$ cat src/rtl/sync_cnt_pkg.sv
package sync_cnt_pkg;

    typedef enum logic [1:0] {
        SZ_BYTE = 2'd0,
        SZ_HALF = 2'd1,
        SZ_WORD = 2'd2,
        SZ_RSVD = 2'd3
    } acc_size_e;

    localparam logic [7:0] IDENT_VALUE = 8'h21;
    localparam int unsigned IDENT_OFS  = 'h00;
    localparam int unsigned COUNT_OFS  = 'h10;

endpackage

$ cat src/rtl/tick_sync.sv
module tick_sync (
    input  logic clk_i,
    input  logic rst_ni,
    input  logic ref_i,
    output logic rise_o
);
    typedef struct packed {
        logic meta;
        logic stable;
        logic prev;
    } sync_state_t;

    sync_state_t sync_d, sync_q;

    always_comb begin
        sync_d        = sync_q;
        sync_d.meta   = ref_i;
        sync_d.stable = sync_q.meta;
        sync_d.prev   = sync_q.stable;
    end

    always_ff @(posedge clk_i) begin
        if (!rst_ni) begin
            sync_q <= '0;
        end else begin
            sync_q <= sync_d;
        end
    end

    assign rise_o = sync_q.stable & ~sync_q.prev;

endmodule

$ cat src/rtl/tick_counter.sv
module tick_counter #(
    parameter int unsigned CNT_W = 32
) (
    input  logic             clk_i,
    input  logic             rst_ni,
    input  logic             inc_i,
    output logic [CNT_W-1:0] count_o
);
    typedef struct packed {
        logic [CNT_W-1:0] count;
    } cnt_state_t;

    cnt_state_t cnt_d, cnt_q;

    always_comb begin
        cnt_d = cnt_q;
        if (inc_i) begin
            cnt_d.count = cnt_q.count + CNT_W'(1);
        end
    end

    always_ff @(posedge clk_i) begin
        if (!rst_ni) begin
            cnt_q <= '0;
        end else begin
            cnt_q <= cnt_d;
        end
    end

    assign count_o = cnt_q.count;

endmodule

$ cat src/rtl/reg_port.sv
module reg_port
    import sync_cnt_pkg::*;
#(
    parameter int unsigned DATA_W = 32,
    parameter int unsigned ADDR_W = 8
) (
    input  logic              clk_i,
    input  logic              rst_ni,
    input  logic              req_valid_i,
    input  logic              req_write_i,
    input  logic [ADDR_W-1:0] req_addr_i,
    input  logic [1:0]        req_size_i,
    input  logic [DATA_W-1:0] count_i,
    output logic              rsp_valid_o,
    output logic [DATA_W-1:0] rsp_rdata_o,
    output logic              rsp_err_o,
    output logic [DATA_W/2-1:0] hold_o
);
    localparam int unsigned HALF_W = DATA_W / 2;
    localparam logic [DATA_W-1:0] IDENT_W   = DATA_W'(IDENT_VALUE);
    localparam logic [ADDR_W-1:0] IDENT_A   = ADDR_W'(IDENT_OFS);
    localparam logic [ADDR_W-1:0] COUNT_A   = ADDR_W'(COUNT_OFS);

    typedef struct packed {
        logic              rsp_valid;
        logic              rsp_err;
        logic [DATA_W-1:0] rsp_rdata;
        logic [HALF_W-1:0] hold;
    } port_state_t;

    port_state_t port_d, port_q;

    logic              dec_hit;
    logic [DATA_W-1:0] dec_data;

    always_comb begin
        dec_hit  = 1'b0;
        dec_data = '0;
        if (req_addr_i == IDENT_A) begin
            dec_hit  = 1'b1;
            dec_data = IDENT_W;
        end else if (req_addr_i == COUNT_A) begin
            dec_hit  = 1'b1;
            dec_data = count_i;
        end
    end

    always_comb begin
        port_d           = port_q;
        port_d.rsp_valid = 1'b0;
        port_d.rsp_err   = 1'b0;
        port_d.rsp_rdata = '0;
        if (req_valid_i) begin
            port_d.rsp_valid = 1'b1;
            if (req_write_i) begin
                port_d.rsp_err = 1'b1;
            end else begin
                case (acc_size_e'(req_size_i))
                    SZ_WORD: begin
                        port_d.rsp_rdata = dec_data;
                        port_d.rsp_err   = ~dec_hit;
                    end
                    SZ_HALF: begin
                        if (req_addr_i[1]) begin
                            port_d.rsp_rdata = DATA_W'(port_q.hold);
                        end else begin
                            port_d.rsp_rdata = DATA_W'(dec_data[HALF_W-1:0]);
                            port_d.hold      = dec_data[DATA_W-1:HALF_W];
                            port_d.rsp_err   = ~dec_hit;
                        end
                    end
                    default: begin
                        port_d.rsp_err = 1'b1;
                    end
                endcase
            end
        end
    end

    always_ff @(posedge clk_i) begin
        if (!rst_ni) begin
            port_q <= '0;
        end else begin
            port_q <= port_d;
        end
    end

    assign rsp_valid_o = port_q.rsp_valid;
    assign rsp_rdata_o = port_q.rsp_rdata;
    assign rsp_err_o   = port_q.rsp_err;
    assign hold_o      = port_q.hold;

endmodule

$ cat src/rtl/sync_tick_counter.sv
module sync_tick_counter #(
    parameter int unsigned DATA_W = 32,
    parameter int unsigned ADDR_W = 8
) (
    input  logic              clk_i,
    input  logic              rst_ni,
    input  logic              ref_tick_i,
    input  logic              req_valid_i,
    input  logic              req_write_i,
    input  logic [ADDR_W-1:0] req_addr_i,
    input  logic [1:0]        req_size_i,
    output logic              rsp_valid_o,
    output logic [DATA_W-1:0] rsp_rdata_o,
    output logic              rsp_err_o
);
    localparam int unsigned HALF_W = DATA_W / 2;

    logic              tick_rise;
    logic [DATA_W-1:0] cnt_value;
    logic [HALF_W-1:0] hold_value;

    tick_sync u_sync (
        .clk_i  (clk_i),
        .rst_ni (rst_ni),
        .ref_i  (ref_tick_i),
        .rise_o (tick_rise)
    );

    tick_counter #(
        .CNT_W (DATA_W)
    ) u_cnt (
        .clk_i   (clk_i),
        .rst_ni  (rst_ni),
        .inc_i   (tick_rise),
        .count_o (cnt_value)
    );

    reg_port #(
        .DATA_W (DATA_W),
        .ADDR_W (ADDR_W)
    ) u_port (
        .clk_i       (clk_i),
        .rst_ni      (rst_ni),
        .req_valid_i (req_valid_i),
        .req_write_i (req_write_i),
        .req_addr_i  (req_addr_i),
        .req_size_i  (req_size_i),
        .count_i     (cnt_value),
        .rsp_valid_o (rsp_valid_o),
        .rsp_rdata_o (rsp_rdata_o),
        .rsp_err_o   (rsp_err_o),
        .hold_o      (hold_value)
    );

endmodule

$ cat config.mk
export PLATFORM = sky130hd
export DESIGN_NAME = sync_tick_counter
export DESIGN_NICKNAME = d
export VERILOG_FILES = /design/src/rtl/sync_cnt_pkg.sv /design/src/rtl/tick_sync.sv /design/src/rtl/tick_counter.sv /design/src/rtl/reg_port.sv /design/src/rtl/sync_tick_counter.sv
export SDC_FILE = /design/constraint.sdc
export NUM_CORES = 1
export LEC_CHECK = 0
export ABC_CLOCK_PERIOD_IN_PS = 2500
export BUFFER_PORTS_ARGS = -buffer_cell sky130_fd_sc_hd__buf_2
export CAP_MARGIN = 25
export CORE_MARGIN = 5
export CORE_UTILIZATION = 40
export CTS_CLUSTER_SIZE = 8
export DETAILED_ROUTE_END_ITERATION = 12
export SETUP_SLACK_MARGIN = 0.02
export SLEW_MARGIN = 20
export SYNTH_ARGS = -nofsm -noshare
export SYNTH_HDL_FRONTEND = slang
export SYNTH_SLANG_ARGS = --single-unit
$ cat constraint.sdc
create_clock -name clk_i -period 2.5 [get_ports clk_i]
set_input_delay 0.375 -clock clk_i [delete_from_list [all_inputs] [get_ports clk_i]]
set_output_delay 0.375 -clock clk_i [all_outputs]
set_load 0.1 [all_outputs]
==> reports/summary.txt, run 1 <==
Worst path required time: 2.78 ns
Measured slew at the worst slew-check pin: 0.812 ns
Post-synthesis cell area: 3280 um2
Worst Path Max Fanout: 25
Worst setup EP type: flop
CP endpoint: u_cnt.count_o[27]
Final worst-path cycle share: 0.846
Worst-Skew Late Latency: 0.36 ns
Layout area overhead: 16.9%
# hold bufs at CTS: 0
Clk_skew: 0.0122 ns
1st-pass router iterations: 7
R2r endpoint: u_cnt.count_o[27]
Die X: 101 um
Final Routed Wirelength: 8110 um
Pin count of the biggest net entering global routing: 47
Total power: 0.00244 W
First-pass GRT wire length: 13200 um
Initial core utilization: 0.405
Syn Nets: 371
HP Class: in2reg
Top cell type's share of synthesized area: 0.519
Post-CTS Setup Bufs: 0
IO Port Bufs: 48
First DRT Iteration DRCs: 135
Worst R2R Start: u_cnt.count_o[7]
# setup viols final: 0
Asr flop ratio synth: 0
Grt total ovfl: 0
Setup crit start: u_cnt.count_o[7]
TritonCTS clock tree: built
FP Rows: 33
Worst R2R Path Depth: 5
Fillers: 832
Sequential-to-total area share from yosys stat: 0.519
Final min period: 2.11 ns
Pleak: 1.44 nW
Post-DRT Antenna Nets: 0
Finished Core Util: 0.474
Gpl congestion: 0.807
Synth warn: 0
Leading area contributor after synthesis: dfxtp_1
Placed cell areas: 3630 um2
Die ar.: 10100 um2
Syn_area_per_cell: 9.29 um2
Netlist cell types: 40
Maximum vdd ir drop: 0.000203 V
Hold WS: 0.230 ns
Slew headroom: 0.458
Setup_tns: 0 ns
Post-cts resize count: 0
Nets@finish: 417
EDFF count, synth: 0
Total track usage: 0.167
DRC errors left: 0
Num Clock Sinks: 85
H-tree depth: 3
Antenna violations before repair: 0
Routed len/inst: 15.9 um
CP Class: reg2reg
Die height: 101 um
I/O pin total: 49
Cell Pwr Density: 637 nW/um2
Share of layout cells above drive strength 1: 0.198
Max_cap viols: 0
Total CTS buffers: 9
Detailed placer's ending HPWL: 5740 um
Largest cells by area after synthesis: dfxtp_1 52%, a22oi_1 6.9%, nor2_1 5.1%
Hold Vio Cnt, Final: 0
Top FF cell, synth: dfxtp_1
Number of synthesized register bits: 85
Setup slack, reg-to-reg: 0.39 ns
Vias in the first global route: 2643
Maximum clock insertion buffer count: 2
WHS Path Cells: 2
Status: complete, no violations
Core Area: 8090 um2
Startpoint Class: flop
CTS Root Cell: clkbuf_8
N_diodes: 0
Post-Synthesis Cells: 353
Clock slew at reported path FFs: 0.09 ns
Vias per cell: 5.48
RSZ-0062 raised after global routing: no
Crit path DAT: 2.39 ns
Design area: 3830 um2
Vias: 2788
Fmax achieved: 473 MHz
Max Slew Vio Count: 0
[through the flow]
step	setup WS, ns	instances
after floorplan	0.494	353
after global placement	0.460	493
after detailed placement	0.399	493
after CTS	0.379	509
after global routing	0.279	509
final	0.385	509
[power breakdown]
part           internal, W  leakage, nW  switching, W
clock network     0.000478        0.105      0.000526
registers          0.00136        0.685    0.00000364
logic            0.0000213        0.649     0.0000545
total              0.00186         1.44      0.000584
[cell families (layout without fill, tap and decap cells)]
logic type	Yosys count	after routing	share of synthesized area
adder cells (fa/ha/maj)	3	3	0.0114
buffers and inverters	32	83	0.0397
XOR/XNOR	11	11	0.0294
multiplexers	3	3	0.00915
AO/OA/AOI/OAI	72	72	0.149
AND/OR/NAND/NOR	147	147	0.243
flip-flops	85	85	0.519
[sequential cells by signal, indices dropped and copies added (netlist names)]
name / cells
u_cnt.count_o: 32
u_port.hold_o: 16
u_port.rsp_err_o: 1
u_port.rsp_rdata_o: 32
u_port.rsp_valid_o: 1
u_sync.sync_d: 2
u_sync.sync_q: 1
[cells in the final DEF, fill, tap and decap left out, drive strengths merged]
cell type   n
inv        14
xor2        6
nand3      13
a22oi      30
nor2b       1
ha          3
nand2b      4
o211ai      2
nand4bb     1
a21boi      1
nand2      18
or3         5
or2         1
and4        2
a21oi      20
nor4        7
xnor2       5
nor3        3
o21ai       4
dfxtp      85
nand4       7
nor2       45
o31ai      14
a2111oi     1
and3b       1
clkinv      1
nand4b      1
and2       16
or4        16
mux2i       3
buf        58
bufinv      1
and4b       1
clkbuf      9
and3        5
[Yosys cell counts, types with 3 or more instances]
library cell,n
a21oi_1,20
nor4_1,6
nor3_1,3
nand2b_1,4
xnor2_1,5
nor2_1,45
clkbuf_1,17
or4_1,15
and3_1,5
buf_1,3
inv_1,8
a22oi_1,30
nand3_1,13
and2_1,15
ha_1,3
nand4_1,6
o21ai_0,4
dfxtp_1,85
mux2i_1,3
or3_1,5
o31ai_1,14
nand2_1,18
xor2_1,6
[how the worst min path moves through the flow]
stage,slack (ns),start,to
2_1_floorplan,0.41,u_sync.sync_d[1],u_sync.sync_d[0]
3_5_place_dp,0.45,u_sync.sync_d[1],u_sync.sync_d[0]
3_3_place_gp,0.43,u_sync.sync_d[1],u_sync.sync_d[0]
4_1_cts,0.22,ref_tick_i,u_sync.sync_d[1]
5_1_grt,0.24,ref_tick_i,u_sync.sync_d[1]
6_report,0.23,ref_tick_i,u_sync.sync_d[1]
[worst max-delay path: stages, from the launching register on]
cell and delay (ns):
dfxtp_1 0.45, nand4_2 0.15, or4_1 0.53, buf_4 0.23, or4_1 0.53, a21oi_1 0.15
[per-layer routing]
metal / GRT usage / up-vias / routed length, um
li1: - / 1359 / -
met1: 0.213 / 1340 / 3650
met2: 0.270 / 73 / 3800
met3: 0.0325 / 16 / 469
met4: 0.0819 / 0 / 202
met5: 0 / - / 0
[final cells by class]
cell class              instances  area (um2)  area share
clock buffers                   9         124      0.0323
well taps                     105         131      0.0343
repair buffers                 58         315      0.0822
clock inverters                 7        78.8      0.0206
multi-input cells             236        1450       0.378
inverters                       9        33.8     0.00881
flip-flops and latches         85        1700       0.444
Power figures use the tool's default switching activity.
==> run 2, diff against run 1 <==
- ABC_CLOCK_PERIOD_IN_PS: 2500 -> 1800
- clock period: 2.5 -> 1.8 ns (I/O delays scaled with it)
==> reports/summary.txt, run 2 (synthesis results as in run 1) <==
Failing checks: setup timing
Top Layer Used: met4
Met2 WL: 4060 um (+7.0%)
Routed len/inst: 15.7 um (-1.8%)
WHS Path Cells: 2 (unchanged)
Measured slew at the worst slew-check pin: 0.497 ns (-0.315 ns)
Combinational share of power: 0.037 (+0.006)
Switching Share: 0.254 (+0.0151)
H-tree depth: 3 (unchanged)
Die X: 101 um (unchanged)
Pleak: 1.68 nW (+17%)
Fillers: 770 (-7.5%)
Max stage delay cell, worst path: or4_4
Combined area of the multi-input logic cells: 1530 um2 (+5.4%)
Gpl congestion: 0.876 (+8.6%)
R2r endpoint: u_cnt.count_o[26]
Num Clock Sinks: 85 (unchanged)
Setup slack, reg-to-reg: -0.06 ns (-0.45 ns)
Hold WS: 0.124 ns (-0.106 ns)
TritonCTS clock tree: built
Clock slew at reported path FFs: 0.09 ns (about the same)
Initial core utilization: 0.405 (unchanged)
N_diodes: 0 (unchanged)
Post-Place Setup Slack: -0.115 ns (-0.514 ns)
Clk_skew: 0.00935 ns (-0.00286 ns)
Worst setup EP type: flop
Vias per cell: 5.30 (-3.2%)
FP Rows: 33 (unchanged)
Vias: 2921 (+4.8%)
Delay-heaviest family, CP: simple AND/OR/NAND/NOR gates
Register area: 1710 um2 (+0.59%)
Fmax achieved: 536 MHz (+13%)
Vias in the first global route: 2843 (+7.6%)
M1 wire length: 3970 um (+8.7%)
Die ar.: 10100 um2 (unchanged)
Final setup margin: -0.0644 ns (-0.449 ns)
First DRT Iteration DRCs: 179 (+33%)
RSZ-0062 raised after global routing: yes
Hold Vio Cnt, Final: 0 (unchanged)
Worst-Skew Late Latency: 0.35 ns (about the same)
Cell Pwr Density: 772 nW/um2 (+21%)
Grt total ovfl: 0 (unchanged)
Dpl cells: 533 (+8.1%)
Most frequent cells in the layout: 81 x dfxtp_1, 48 x buf_2, 47 x buf_4
Status: finished with violations
Antenna violations before repair: 0 (unchanged)
Crit path cell chain: nand4_4 > or4_4 > buf_6 > or4_1 > a21oi_1
WHS Endpoint: u_sync.sync_d[1]
Startpoint Class: flop
Fin cells: 551 (+8.3%)
Worst Path Max Fanout: 12 (-52%)
Die height: 101 um (unchanged)
Max_cap viols: 0 (unchanged)
Largest stage delay, worst path: 0.53 ns (about the same)
DRC errors left: 0 (unchanged)
Finished Core Util: 0.528 (+0.0543)
Final worst-path cycle share: 1.04 (+0.190)
NetSw: 0.000839 W (+44%)
Nets@finish: 459 (+10%)
Share of layout cells above drive strength 1: 0.303 (+0.105)
Worst R2R Start: u_cnt.count_o[8]
Worst R2R Path Depth: 5 (unchanged)
Hold_sp: ref_tick_i
Worst path required time: 2.08 ns (-0.70 ns)
HP Class: in2reg
Internal: 0.00246 W (+32%)
I/O pin total: 49 (unchanged)
# setup viols final: 8 (+8)
Worst path bufs/invs: 1 (unchanged)
Core Area: 8090 um2 (unchanged)
Final min period: 1.86 ns (-0.251 ns)
1st-pass router iterations: 4 (-3)
Most common cell after layout, fill and taps aside: dfxtp_1
CP Class: reg2reg
Post-DRT Antenna Nets: 0 (unchanged)
Detailed placer's ending HPWL: 6210 um (+8.1%)
Maximum vdd ir drop: 0.000433 V (+110%)
Crit path DAT: 2.15 ns (-0.24 ns)
Clk pwr share: 0.391 (-0.020)
Slew headroom: 0.671 (+0.213)
Max Slew Vio Count: 0 (unchanged)
Pin count of the biggest net entering global routing: 47 (unchanged)
Maximum clock insertion buffer count: 2 (unchanged)
IO Port Bufs: 48 (unchanged)
First-pass GRT wire length: 14200 um (+7.7%)
CTS Root Cell: clkbuf_8
Layout area overhead: 30.2%
Total CTS buffers: 9 (unchanged)
Total track usage: 0.179 (+0.0116)
Flop pwr share: 0.572 (+0.014)
Final Routed Wirelength: 8630 um (+6.3%)
Detail Route met3 WL: 418 um (-11%)
run 2: repair_timing:
action | in CTS | in global routing
setup endpoints to repair | 13 | 14
pin swaps | 1 | 2
gates cloned | 1 | 0
hold buffers | 0 | 0
setup buffers | 0 | 1
gates resized for setup | 2 | 12
run 2: how the worst max path moves through the flow:
stage	slack (ns)	start	to	depth (start not counted)
floorplan	-0.08	u_cnt.count_o[8]	u_cnt.count_o[20]	6
global placement	-0.08	u_cnt.count_o[8]	u_cnt.count_o[27]	5
detailed placement	-0.11	u_cnt.count_o[8]	u_cnt.count_o[25]	5
CTS	-0.08	u_cnt.count_o[8]	u_cnt.count_o[26]	5
global route	-0.11	u_cnt.count_o[7]	u_cnt.count_o[27]	5
finish	-0.06	u_cnt.count_o[8]	u_cnt.count_o[26]	5
run 2: area by class of cell:
cell class              instances  area share
clock inverters                 7      0.0152
repair buffers                100       0.159
clock buffers                   9      0.0290
inverters                       9     0.00791
flip-flops and latches         85       0.401
multi-input cells             236       0.358
well taps                     105      0.0307
run 2: power by group through the flow:
stage                      logic, W  clock network [W]  registers (W)
final                      0.000123            0.00129        0.00189
after floorplan           0.0000545                  0        0.00195
after global routing       0.000134            0.00141        0.00189
after detailed placement   0.000122                  0        0.00193
after global placement     0.000120                  0        0.00193
after CTS                  0.000122            0.00133        0.00189
run 2: stage by stage:
stage / power [W] / TNS [ns] / instance area (um2)
detailed placement: 0.00205 / -0.985 / 4010
finish: 0.00330 / -0.305 / 4270
CTS: 0.00334 / -0.387 / 4220
floorplan: 0.00200 / -0.281 / 3340
global route: 0.00343 / -0.888 / 4270
global placement: 0.00205 / -0.439 / 4010
run 2: per-layer routing:
metal | up-vias | GRT usage
met5 | - | 0
met4 | 0 | 0.0767
met3 | 15 | 0.0284
met2 | 74 | 0.286
met1 | 1389 | 0.239
li1 | 1443 | -
run 2: worst register-to-register path, delay by kind of cell, from the launching register on:
family	cells	cell delay, ns
flops	1	0.36
buf+inv	1	0.16
compound gates	1	0.13
simple gates	3	1.14
==> run 3, diff against run 2 <==
- CAP_MARGIN: 25 -> 20
- SKIP_CTS_REPAIR_TIMING: unset -> 1
==> reports/summary.txt, run 3 (synthesis results as in run 1) <==
Status: finished with violations
Failing checks: setup timing
N_diodes: 0 (unchanged)
Nets@finish: 459 (unchanged)
R2r endpoint: u_cnt.count_o[20]
HP Class: in2reg
Slew headroom: 0.671 (about the same)
Fillers: 769 (-0.13%)
CP Class: reg2reg
# setup viols final: 12 (+4)
Detailed placer's ending HPWL: 6210 um (unchanged)
Worst setup EP type: flop
Clock slew at reported path FFs: 0.09 ns (about the same)
Delay-heaviest family, CP: simple AND/OR/NAND/NOR gates
Crit path cell chain: nand4_4 > or4_4 > buf_12 > or4_1 > a21oi_1
Cell Pwr Density: 764 nW/um2 (-1.1%)
Final worst-path cycle share: 1.06 (+0.0195)
Combinational share of power: 0.037 (about the same)
Die X: 101 um (unchanged)
Internal: 0.00246 W (about the same)
Crit. path cell count: 5 (unchanged)
Gpl congestion: 0.876 (unchanged)
Flop pwr share: 0.571 (about the same)
Register area: 1710 um2 (unchanged)
Post-Place Setup Slack: -0.115 ns (unchanged)
Setup slack, reg-to-reg: -0.1 ns (-0.04 ns)
Core Area: 8090 um2 (unchanged)
IO Port Bufs: 48 (unchanged)
Finished Core Util: 0.534 (+0.00587)
H-tree depth: 3 (unchanged)
Maximum vdd ir drop: 0.000435 V (+0.61%)
Final Routed Wirelength: 8760 um (+1.5%)
Most common cell after layout, fill and taps aside: dfxtp_1
Largest stage delay, worst path: 0.59 ns (+0.06 ns)
Worst-Skew Late Latency: 0.36 ns (about the same)
Worst path required time: 2.09 ns (about the same)
Design area: 4320 um2 (+1.1%)
Clk pwr share: 0.391 (about the same)
RSZ-0062 raised after global routing: yes
Final setup margin: -0.0994 ns (-0.0351 ns)
Worst Path Max Fanout: 6 (-6)
Total CTS buffers: 9 (unchanged)
WHS Path Cells: 2 (unchanged)
Maximum clock insertion buffer count: 2 (unchanged)
DRC errors left: 0 (unchanged)
Die ar.: 10100 um2 (unchanged)
Hold_sp: ref_tick_i
First DRT Iteration DRCs: 154 (-14%)
Hold WS: 0.123 ns (-0.00140 ns)
Worst R2R Start: u_cnt.count_o[6]
Initial core utilization: 0.405 (unchanged)
NetSw: 0.000840 W (+0.11%)
1st-pass router iterations: 4 (unchanged)
CTS Root Cell: clkbuf_8
Worst R2R Path Depth: 5 (unchanged)
Max_cap viols: 0 (unchanged)
Crit path DAT: 2.19 ns (+0.04 ns)
FP Rows: 33 (unchanged)
Antenna violations before repair: 0 (unchanged)
Post-DRT Antenna Nets: 0 (unchanged)
Placed cell areas: 4010 um2 (unchanged)
TritonCTS clock tree: built
Pin count of the biggest net entering global routing: 47 (unchanged)
I/O pin total: 49 (unchanged)
Vias in the first global route: 2821 (-0.77%)
Vias per cell: 5.29 (-0.27%)
Switching Share: 0.255 (about the same)
Hold Vio Cnt, Final: 0 (unchanged)
Max Slew Vio Count: 0 (unchanged)
Combined area of the multi-input logic cells: 1540 um2 (+0.74%)
Max stage delay cell, worst path: or4_4
First-pass GRT wire length: 14000 um (-1.2%)
Layout area overhead: 31.7%
Fmax achieved: 526 MHz (-1.8%)
Clk_skew: 0.0114 ns (+0.00201 ns)
Grt total ovfl: 0 (unchanged)
Num Clock Sinks: 85 (unchanged)
Share of layout cells above drive strength 1: 0.316 (+0.0135)
Setup_tns: -0.533 ns (-0.228 ns)
WHS Endpoint: u_sync.sync_d[1]
Total track usage: 0.177 (-0.00203)
Final min period: 1.90 ns (+0.0351 ns)
Measured slew at the worst slew-check pin: 0.497 ns (-0.000357 ns)
Pleak: 1.70 nW (+1.5%)
Die height: 101 um (unchanged)
Routed len/inst: 15.9 um (+1.5%)
Most frequent cells in the layout: 81 x dfxtp_1, 48 x buf_2, 46 x buf_4
Vias: 2913 (-0.27%)
Startpoint Class: flop
Worst path bufs/invs: 1 (unchanged)
-- run 3: layout make-up --
class / instances / share of cell area
Sequential cell: 85 / 0.396
Multi-Input combinational cell: 236 / 0.356
Timing Repair Buffer: 100 / 0.166
Tap cell: 105 / 0.0304
Clock buffer: 9 / 0.0287
Clock inverter: 7 / 0.0151
Inverter: 9 / 0.00782
-- run 3: layer usage --
layer	vias up	track usage	routed length (um)
li1	1439	-	-
met1	1388	0.236	3810
met2	78	0.283	4290
met3	8	0.0284	568
met4	0	0.0756	89
met5	-	0	0
-- run 3: worst reg2reg max path, stage by stage (launching register included) --
cell and delay [ns]:
dfxtp_2 0.37, nand4_4 0.11, or4_4 0.59, buf_12 0.17, or4_1 0.47, a21oi_1 0.13
-- run 3: how the worst max path moves through the flow --
stage / slack, ns / endpoint / start
after floorplan: -0.08 / u_cnt.count_o[20] / u_cnt.count_o[8]
after global placement: -0.08 / u_cnt.count_o[27] / u_cnt.count_o[8]
after detailed placement: -0.11 / u_cnt.count_o[25] / u_cnt.count_o[8]
after CTS: -0.13 / u_cnt.count_o[26] / u_cnt.count_o[8]
after global routing: -0.14 / u_cnt.count_o[20] / u_cnt.count_o[6]
final: -0.1 / u_cnt.count_o[20] / u_cnt.count_o[6]
-- run 3: stage by stage --
stage | total power, W | instances
after floorplan | 0.00200 | 353
after global placement | 0.00205 | 533
after detailed placement | 0.00205 | 533
after CTS | 0.00334 | 549
after global routing | 0.00343 | 551
final | 0.00330 | 551
-- run 3: power groups by stage --
stage,registers [W],logic [W],clock network (W)
5_1_grt,0.00189,0.000135,0.00141
3_5_place_dp,0.00193,0.000122,0
4_1_cts,0.00189,0.000122,0.00133
6_report,0.00189,0.000123,0.00129
2_1_floorplan,0.00195,0.0000545,0
3_3_place_gp,0.00193,0.000120,0
